[config.mk]
export PLATFORM = sky130hd
export DESIGN_NAME = adc_dual_start
export DESIGN_NICKNAME = d
export VERILOG_FILES = /design/src/rtl/adc_trig_pkg.sv /design/src/rtl/adc_ce_div.sv /design/src/rtl/adc_trg_edge.sv /design/src/rtl/adc_unit_seq.sv /design/src/rtl/adc_dual_start.sv
export SDC_FILE = /design/constraint.sdc
export NUM_CORES = 1
export LEC_CHECK = 0
export BUFFER_PORTS_ARGS = -buffer_cell sky130_fd_sc_hd__buf_2
export CAP_MARGIN = 10
export CORE_MARGIN = 2
export CORE_UTILIZATION = 50
export CTS_CLUSTER_DIAMETER = 100
export DETAILED_ROUTE_END_ITERATION = 12
export PLACE_DENSITY_LB_ADDON = 0.3
export SETUP_SLACK_MARGIN = 0.5
export SLEW_MARGIN = 20
export SYNTH_ARGS = -nofsm -noshare
export SYNTH_HDL_FRONTEND = slang
export SYNTH_SLANG_ARGS = --single-unit
[constraint.sdc]
create_clock -name clk -period 2.13 [get_ports clk]
set_input_delay 0.1065 -clock clk [delete_from_list [all_inputs] [get_ports clk]]
set_output_delay 0.1065 -clock clk [all_outputs]
set_load 0.005 [all_outputs]
[src/rtl/adc_trig_pkg.sv]
package adc_trig_pkg;
   localparam int NUM_UNITS = 2;

   localparam logic [3:0] TRG_EXT = 4'd1;
   localparam logic [3:0] TRG_TMA = 4'd2;
   localparam logic [3:0] TRG_TMB = 4'd3;

   localparam logic [1:0] MODE_MULTI = 2'd1;
   localparam logic [1:0] MODE_SCAN  = 2'd2;

   typedef enum logic [2:0] {
      ST_IDLE,
      ST_ALIGN,
      ST_LAT,
      ST_SAMPLE,
      ST_CONV,
      ST_GAP
   } seq_state_t;
endpackage

[src/rtl/adc_ce_div.sv]
module adc_ce_div #(
   parameter int CE_DIV = 4
) (
   input  logic clk,
   input  logic rst_n,
   output logic ce
);
   generate
      if (CE_DIV == 1) begin : g_full_rate
         assign ce = 1'b1;
      end else begin : g_divided
         localparam int DW = $clog2(CE_DIV);
         localparam logic [DW-1:0] WRAP = DW'(CE_DIV - 1);
         logic [DW-1:0] cnt;

         always_ff @(posedge clk) begin
            if (!rst_n)          cnt <= '0;
            else if (cnt == WRAP) cnt <= '0;
            else                 cnt <= cnt + 1'b1;
         end
         assign ce = (cnt == WRAP);
      end
   endgenerate
endmodule

[src/rtl/adc_trg_edge.sv]
module adc_trg_edge #(
   parameter int N_SRC = 3
) (
   input  logic             clk,
   input  logic             rst_n,
   input  logic [N_SRC-1:0] src,
   output logic [N_SRC-1:0] rise
);
   logic [N_SRC-1:0] src_q;

   always_ff @(posedge clk) begin
      if (!rst_n) src_q <= '0;
      else        src_q <= src;
   end
   assign rise = src & ~src_q;
endmodule

[src/rtl/adc_unit_seq.sv]
module adc_unit_seq
   import adc_trig_pkg::*;
#(
   parameter int START_LAT = 2,
   parameter int SMP_CYC   = 16,
   parameter int NEXT_CYC  = 4,
   parameter int CH_W      = 3
) (
   input  logic            clk,
   input  logic            rst_n,
   input  logic            ce,
   input  logic            go,
   input  logic            halt,
   input  logic [1:0]      mode,
   input  logic [CH_W-1:0] ch_sel,
   input  logic            conv_done,
   output logic            busy,
   output logic            smp_win,
   output logic            conv_go,
   output logic [CH_W-1:0] cur_ch,
   output logic            done
);
   localparam int MAX_A = (START_LAT > SMP_CYC) ? START_LAT : SMP_CYC;
   localparam int MAXC  = (MAX_A > NEXT_CYC) ? MAX_A : NEXT_CYC;
   localparam int CW    = $clog2(MAXC + 1);
   localparam logic [CW-1:0] LAT_LD = CW'(START_LAT - 1);
   localparam logic [CW-1:0] SMP_LD = CW'(SMP_CYC - 1);
   localparam logic [CW-1:0] GAP_LD = CW'(NEXT_CYC - 1);

   seq_state_t      state;
   logic [CW-1:0]   cnt;
   logic [CH_W-1:0] ch, last_ch;
   logic            seq_q, scan_q, done_q;

   always_ff @(posedge clk) begin
      if (!rst_n) begin
         state   <= ST_IDLE;
         cnt     <= '0;
         ch      <= '0;
         last_ch <= '0;
         seq_q   <= 1'b0;
         scan_q  <= 1'b0;
         done_q  <= 1'b0;
      end else begin
         done_q <= 1'b0;
         if (halt) begin
            state <= ST_IDLE;
         end else begin
            case (state)
               ST_IDLE: if (go) begin
                  state   <= ST_ALIGN;
                  seq_q   <= (mode == MODE_MULTI) || (mode == MODE_SCAN);
                  scan_q  <= (mode == MODE_SCAN);
                  last_ch <= ch_sel;
                  ch      <= ((mode == MODE_MULTI) || (mode == MODE_SCAN)) ? '0 : ch_sel;
               end
               ST_ALIGN: if (ce) begin
                  state <= ST_LAT;
                  cnt   <= LAT_LD;
               end
               ST_LAT: begin
                  if (cnt == '0) begin
                     state <= ST_SAMPLE;
                     cnt   <= SMP_LD;
                  end else cnt <= cnt - 1'b1;
               end
               ST_SAMPLE: begin
                  if (cnt == '0) state <= ST_CONV;
                  else           cnt   <= cnt - 1'b1;
               end
               ST_CONV: if (conv_done) begin
                  if (seq_q && (scan_q || (ch != last_ch))) begin
                     state <= ST_GAP;
                     cnt   <= GAP_LD;
                     ch    <= (ch == last_ch) ? '0 : ch + 1'b1;
                  end else begin
                     state  <= ST_IDLE;
                     done_q <= 1'b1;
                  end
               end
               ST_GAP: begin
                  if (cnt == '0) begin
                     state <= ST_SAMPLE;
                     cnt   <= SMP_LD;
                  end else cnt <= cnt - 1'b1;
               end
               default: state <= ST_IDLE;
            endcase
         end
      end
   end

   assign busy    = (state != ST_IDLE);
   assign smp_win = (state == ST_SAMPLE);
   assign conv_go = (state == ST_SAMPLE) && (cnt == '0);
   assign cur_ch  = ch;
   assign done    = done_q;
endmodule

[src/rtl/adc_dual_start.sv]
module adc_dual_start
   import adc_trig_pkg::*;
#(
   parameter int CE_DIV    = 4,
   parameter int START_LAT = 2,
   parameter int SMP_CYC   = 16,
   parameter int NEXT_CYC  = 4,
   parameter int CH_W      = 3
) (
   input  logic                           clk,
   input  logic                           rst_n,
   input  logic [NUM_UNITS-1:0]           sw_start,
   input  logic [NUM_UNITS-1:0]           sw_halt,
   input  logic                           dual_start,
   input  logic [NUM_UNITS-1:0][3:0]      trg_sel,
   input  logic [NUM_UNITS-1:0][CH_W-1:0] ch_sel,
   input  logic [NUM_UNITS-1:0][1:0]      run_mode,
   input  logic                           ext_trg,
   input  logic                           tmr_a_trg,
   input  logic                           tmr_b_trg,
   input  logic [NUM_UNITS-1:0]           conv_done,
   output logic                           conv_ce,
   output logic [NUM_UNITS-1:0]           busy,
   output logic [NUM_UNITS-1:0]           smp_win,
   output logic [NUM_UNITS-1:0]           conv_go,
   output logic [NUM_UNITS-1:0][CH_W-1:0] cur_ch,
   output logic [NUM_UNITS-1:0]           done
);
   generate
      if (CE_DIV < 1)    begin : g_bad_div  $error("CE_DIV must be at least 1");    end
      if (START_LAT < 1) begin : g_bad_lat  $error("START_LAT must be at least 1"); end
      if (SMP_CYC < 1)   begin : g_bad_smp  $error("SMP_CYC must be at least 1");   end
      if (NEXT_CYC < 1)  begin : g_bad_next $error("NEXT_CYC must be at least 1");  end
      if (CH_W < 1)      begin : g_bad_chw  $error("CH_W must be at least 1");      end
   endgenerate

   logic [2:0] rise;
   logic       dual_go;

   adc_ce_div #(.CE_DIV(CE_DIV)) i_div (
      .clk   (clk),
      .rst_n (rst_n),
      .ce    (conv_ce)
   );

   adc_trg_edge #(.N_SRC(3)) i_edge (
      .clk   (clk),
      .rst_n (rst_n),
      .src   ({tmr_b_trg, tmr_a_trg, ext_trg}),
      .rise  (rise)
   );

   assign dual_go = dual_start && (busy == '0);

   generate
      for (genvar u = 0; u < NUM_UNITS; u++) begin : g_unit
         logic hit;

         always_comb begin
            case (trg_sel[u])
               TRG_EXT: hit = rise[0];
               TRG_TMA: hit = rise[1];
               TRG_TMB: hit = rise[2];
               default: hit = 1'b0;
            endcase
         end

         adc_unit_seq #(
            .START_LAT (START_LAT),
            .SMP_CYC   (SMP_CYC),
            .NEXT_CYC  (NEXT_CYC),
            .CH_W      (CH_W)
         ) i_seq (
            .clk       (clk),
            .rst_n     (rst_n),
            .ce        (conv_ce),
            .go        (sw_start[u] | dual_go | hit),
            .halt      (sw_halt[u]),
            .mode      (run_mode[u]),
            .ch_sel    (ch_sel[u]),
            .conv_done (conv_done[u]),
            .busy      (busy[u]),
            .smp_win   (smp_win[u]),
            .conv_go   (conv_go[u]),
            .cur_ch    (cur_ch[u]),
            .done      (done[u])
         );
      end
   endgenerate
endmodule

==> summary.md <==
| Metric | Value |
|---|---|
| Status | `complete, no violations` |
| Hold buffers post-CTS | `0` |
| First drt pass iteration count | `5` |
| Gr ovfl total | `0` |
| Max-cap violations | `0` |
| Initial Util | `52.44%` |
| Vias in the first global route | `2266` |
| Synth top area cells | `dfxtp_1 (31%), a21oi_1 (4.0%), ha_1 (4.0%)` |
| Setup slack after placement | `0.1484 ns` |
| Final cycle utilization of the critical path | `84.83%` |
| H-tree depth | `2` |
| Antenna diode count | `0` |
| Yosys warnings | `0` |
| Clock skew | `0.008737 ns` |
| Post-synth top area share | `31.11%` |
| Minimum clock period | `1.807 ns` |
| Number of port buffers | `44` |
| DIE HEIGHT | `74.85 microns` |
| Synthesized instance count | `303` |
| Die width | `74.85 microns` |
| Fraction of layout cells with a size suffix above 1 | `44.17%` |
| WS Path Type | `flip-flop to flip-flop` |
| Min-Delay Path Class | `primary input to flip-flop` |
| Pin count of the biggest net entering global routing | `32` |
| I/O pin total | `45` |
| Peak VDD IR | `0.4762 mV` |
| Critical Path AT | `2.00 ns` |
| Area delta synth->final | `39.18%` |
| GP Congestion | `0.9004` |
| Avg Cell Area, Syn | `8.284 sq um` |
| CTS sink count | `39` |
| Main synth FF type | `dfxtp_1` |
| RSZ-0062 raised after global routing | `true` |
| Avg WL per Cell | `16.36 microns` |
| Worst-Margin Slew | `0.5286 ns` |
| Commonest cells post-synth | `dfxtp_1 (39), nand2_1 (26), nor2_1 (24), a21oi_1 (20), inv_1 (18)` |
| Setup WS post-layout | `0.3231 ns` |
| EDFF count, synth | `0` |
| Worst hold slack | `0.02529 ns` |
| Worst skew pair latency | `0.30 ns` |
| Slew headroom | `64.76%` |
| Vias per cell | `6.030` |
| CTS tree | `built` |
| Hold Vio Cnt, Final | `0` |
| Clock Path Buffers | `2` |
| Yosys cell types | `61` |
| TNS Setup | `0 ns` |
| Register area share after synthesis | `31.11%` |
| First-pass GRT wire length | `10550 microns` |
| Highest Clock Rate | `553.4 MHz` |
| Synth Cell Area | `0.002510 sq mm` |
| Clk root buf | `clkbuf_8` |
| Critical Path Sink Type | `flip-flop` |
| NumNets Final | `406` |
| Final instance area | `0.003493 sq mm` |
| Number of setup violations in the final report | `0` |
| Largest area contributor in the netlist | `dfxtp_1` |
| Pins Over Slew Limit | `0` |
| DIE AREA | `0.005603 sq mm` |
| Synth Register Bits | `39` |
| Syn nets | `341` |
| Via count | `2629` |
| Reg clk slew, reported paths | `0.08 ns` |
| Routed wire length | `7133 microns` |
| Leakage power | `0.001470 uW` |
| Post-synth ARST share | `0%` |
| Num CTS Buffers | `5` |
| PwrDens | `538.2 mW/mm^2` |
| Top-count cell post-synth | `dfxtp_1` |
| WP data required | `2.32 ns` |
| 1st-iter DRT viols | `294` |
| GR Util All Layers | `24.14%` |
| Placeable core area | `0.004786 sq mm` |
| Worst-path fanout max | `5` |
| # DRC | `0` |
| ANT nets after route | `0` |
| Dpl cell area | `0.002789 sq mm` |
| # rows | `25` |
| Hpwl dp | `4360 microns` |
| Critical path startpoint category | `flip-flop` |
| Initial antenna violation count | `0` |
==> logic make-up after synthesis <==
kind of cell,count (synthesis),synth area share [%]
AO/OA/AOI/OAI,93,28.22
XOR/XNOR,8,2.792
adder cells (fa/ha/maj),8,3.988
buffers and inverters,41,7.527
flip-flops,39,31.11
multiplexers,8,3.191
AND/OR/NAND/NOR,106,23.18
==> critical path, stage by stage (launching register included) <==
cell and delay (ns):
dfxtp_4 0.37, or4_4 0.54, o21bai_4 0.20, o22ai_4 0.18, buf_12 0.16, mux2i_1 0.18, nor2b_1 0.07
==> layer usage <==
| metal | wire length [microns] | up-vias | GRT usage [%] | part of all wire [%] |
|---|---|---|---|---|
| met1 | 3240 | 1228 | 33.94 | 45 |
| li1 | - | 1244 | - | - |
| met3 | 543 | 19 | 4.418 | 7.6 |
| met5 | 0 | - | 0 | 0 |
| met2 | 3213 | 138 | 37.82 | 45 |
| met4 | 136 | 0 | 7.143 | 1.9 |
==> state kept, by name (all words and copies together) (netlist names) <==
register and cells:
g_unit.i_seq.scan_q 2, g_unit.i_seq.done 2, g_unit.i_seq.cnt 10, i_div.g_divided.cnt 2, g_unit.i_seq.seq_q 2, g_unit.i_seq.last_ch 6, g_unit.i_seq.state 6, i_edge.src_q 3
g_unit.i_seq.cur_ch 6
==> area by class of cell <==
cell class	instances	area, sq um
repair buffers	80	536.8
clock inverters	2	35.03
multi-input cells	223	1872
inverters	19	73.82
fillers	337	1292
flip-flops and latches	39	809.5
well taps	67	83.83
clock buffers	6	82.58
==> where the power goes <==
part           total (uW)  leakage (uW)  switching [uW]  internal [uW]
clock network         656     0.0000612             277            379
logic                 416       0.00108             211            205
registers             808      0.000326            45.2            763
==> path summary, 6_finish.rpt <==
path,from,end,slack (ns),cells after the start
max,g_unit[0].i_seq.state[1],g_unit[0].i_seq.last_ch[1],0.32,6
min,ext_trg,i_edge.src_q[0],0.03,2
max reg2reg,g_unit[0].i_seq.state[1],g_unit[0].i_seq.last_ch[1],0.32,6
min reg2reg,i_div.g_divided.cnt[0],i_div.g_divided.cnt[0],0.43,1
==> timing repair <==
item,CTS,global route
hold endpoints to repair,0,0
pin swaps,13,26
gates cloned,0,1
setup endpoints to repair,33,33
resized for setup,33,44
setup buffers,14,14
==> per-stage QoR <==
stage	std cells	utilization (%)	total power (uW)
global placement	399	58.27	1119
floorplan	303	-	1031
global route	436	72.99	1949
finish	436	72.99	1880
CTS	421	66.25	1814
detailed placement	399	58.27	1124
==> cell usage in the layout (no fill, tap or decap), types with 4 or more instances in the layout <==
cell and n:
dfxtp_4 5, buf_4 32, dfxtp_2 8, nor3b_1 4, a21oi_1 16, o31ai_1 5, inv_2 5, o21ai_0 6
a32oi_1 4, nand3_1 5, nor2b_1 10, dfxtp_1 26, nor2_1 20, buf_2 44, ha_1 5, a21oi_2 4
clkbuf_8 6, nand2b_1 4, a211oi_2 4, nand2_1 22, and2_1 4, mux2i_1 8, inv_1 13, o21ai_1 8
xnor2_1 5
No activity file was read; power rests on OpenSTA's default activity.
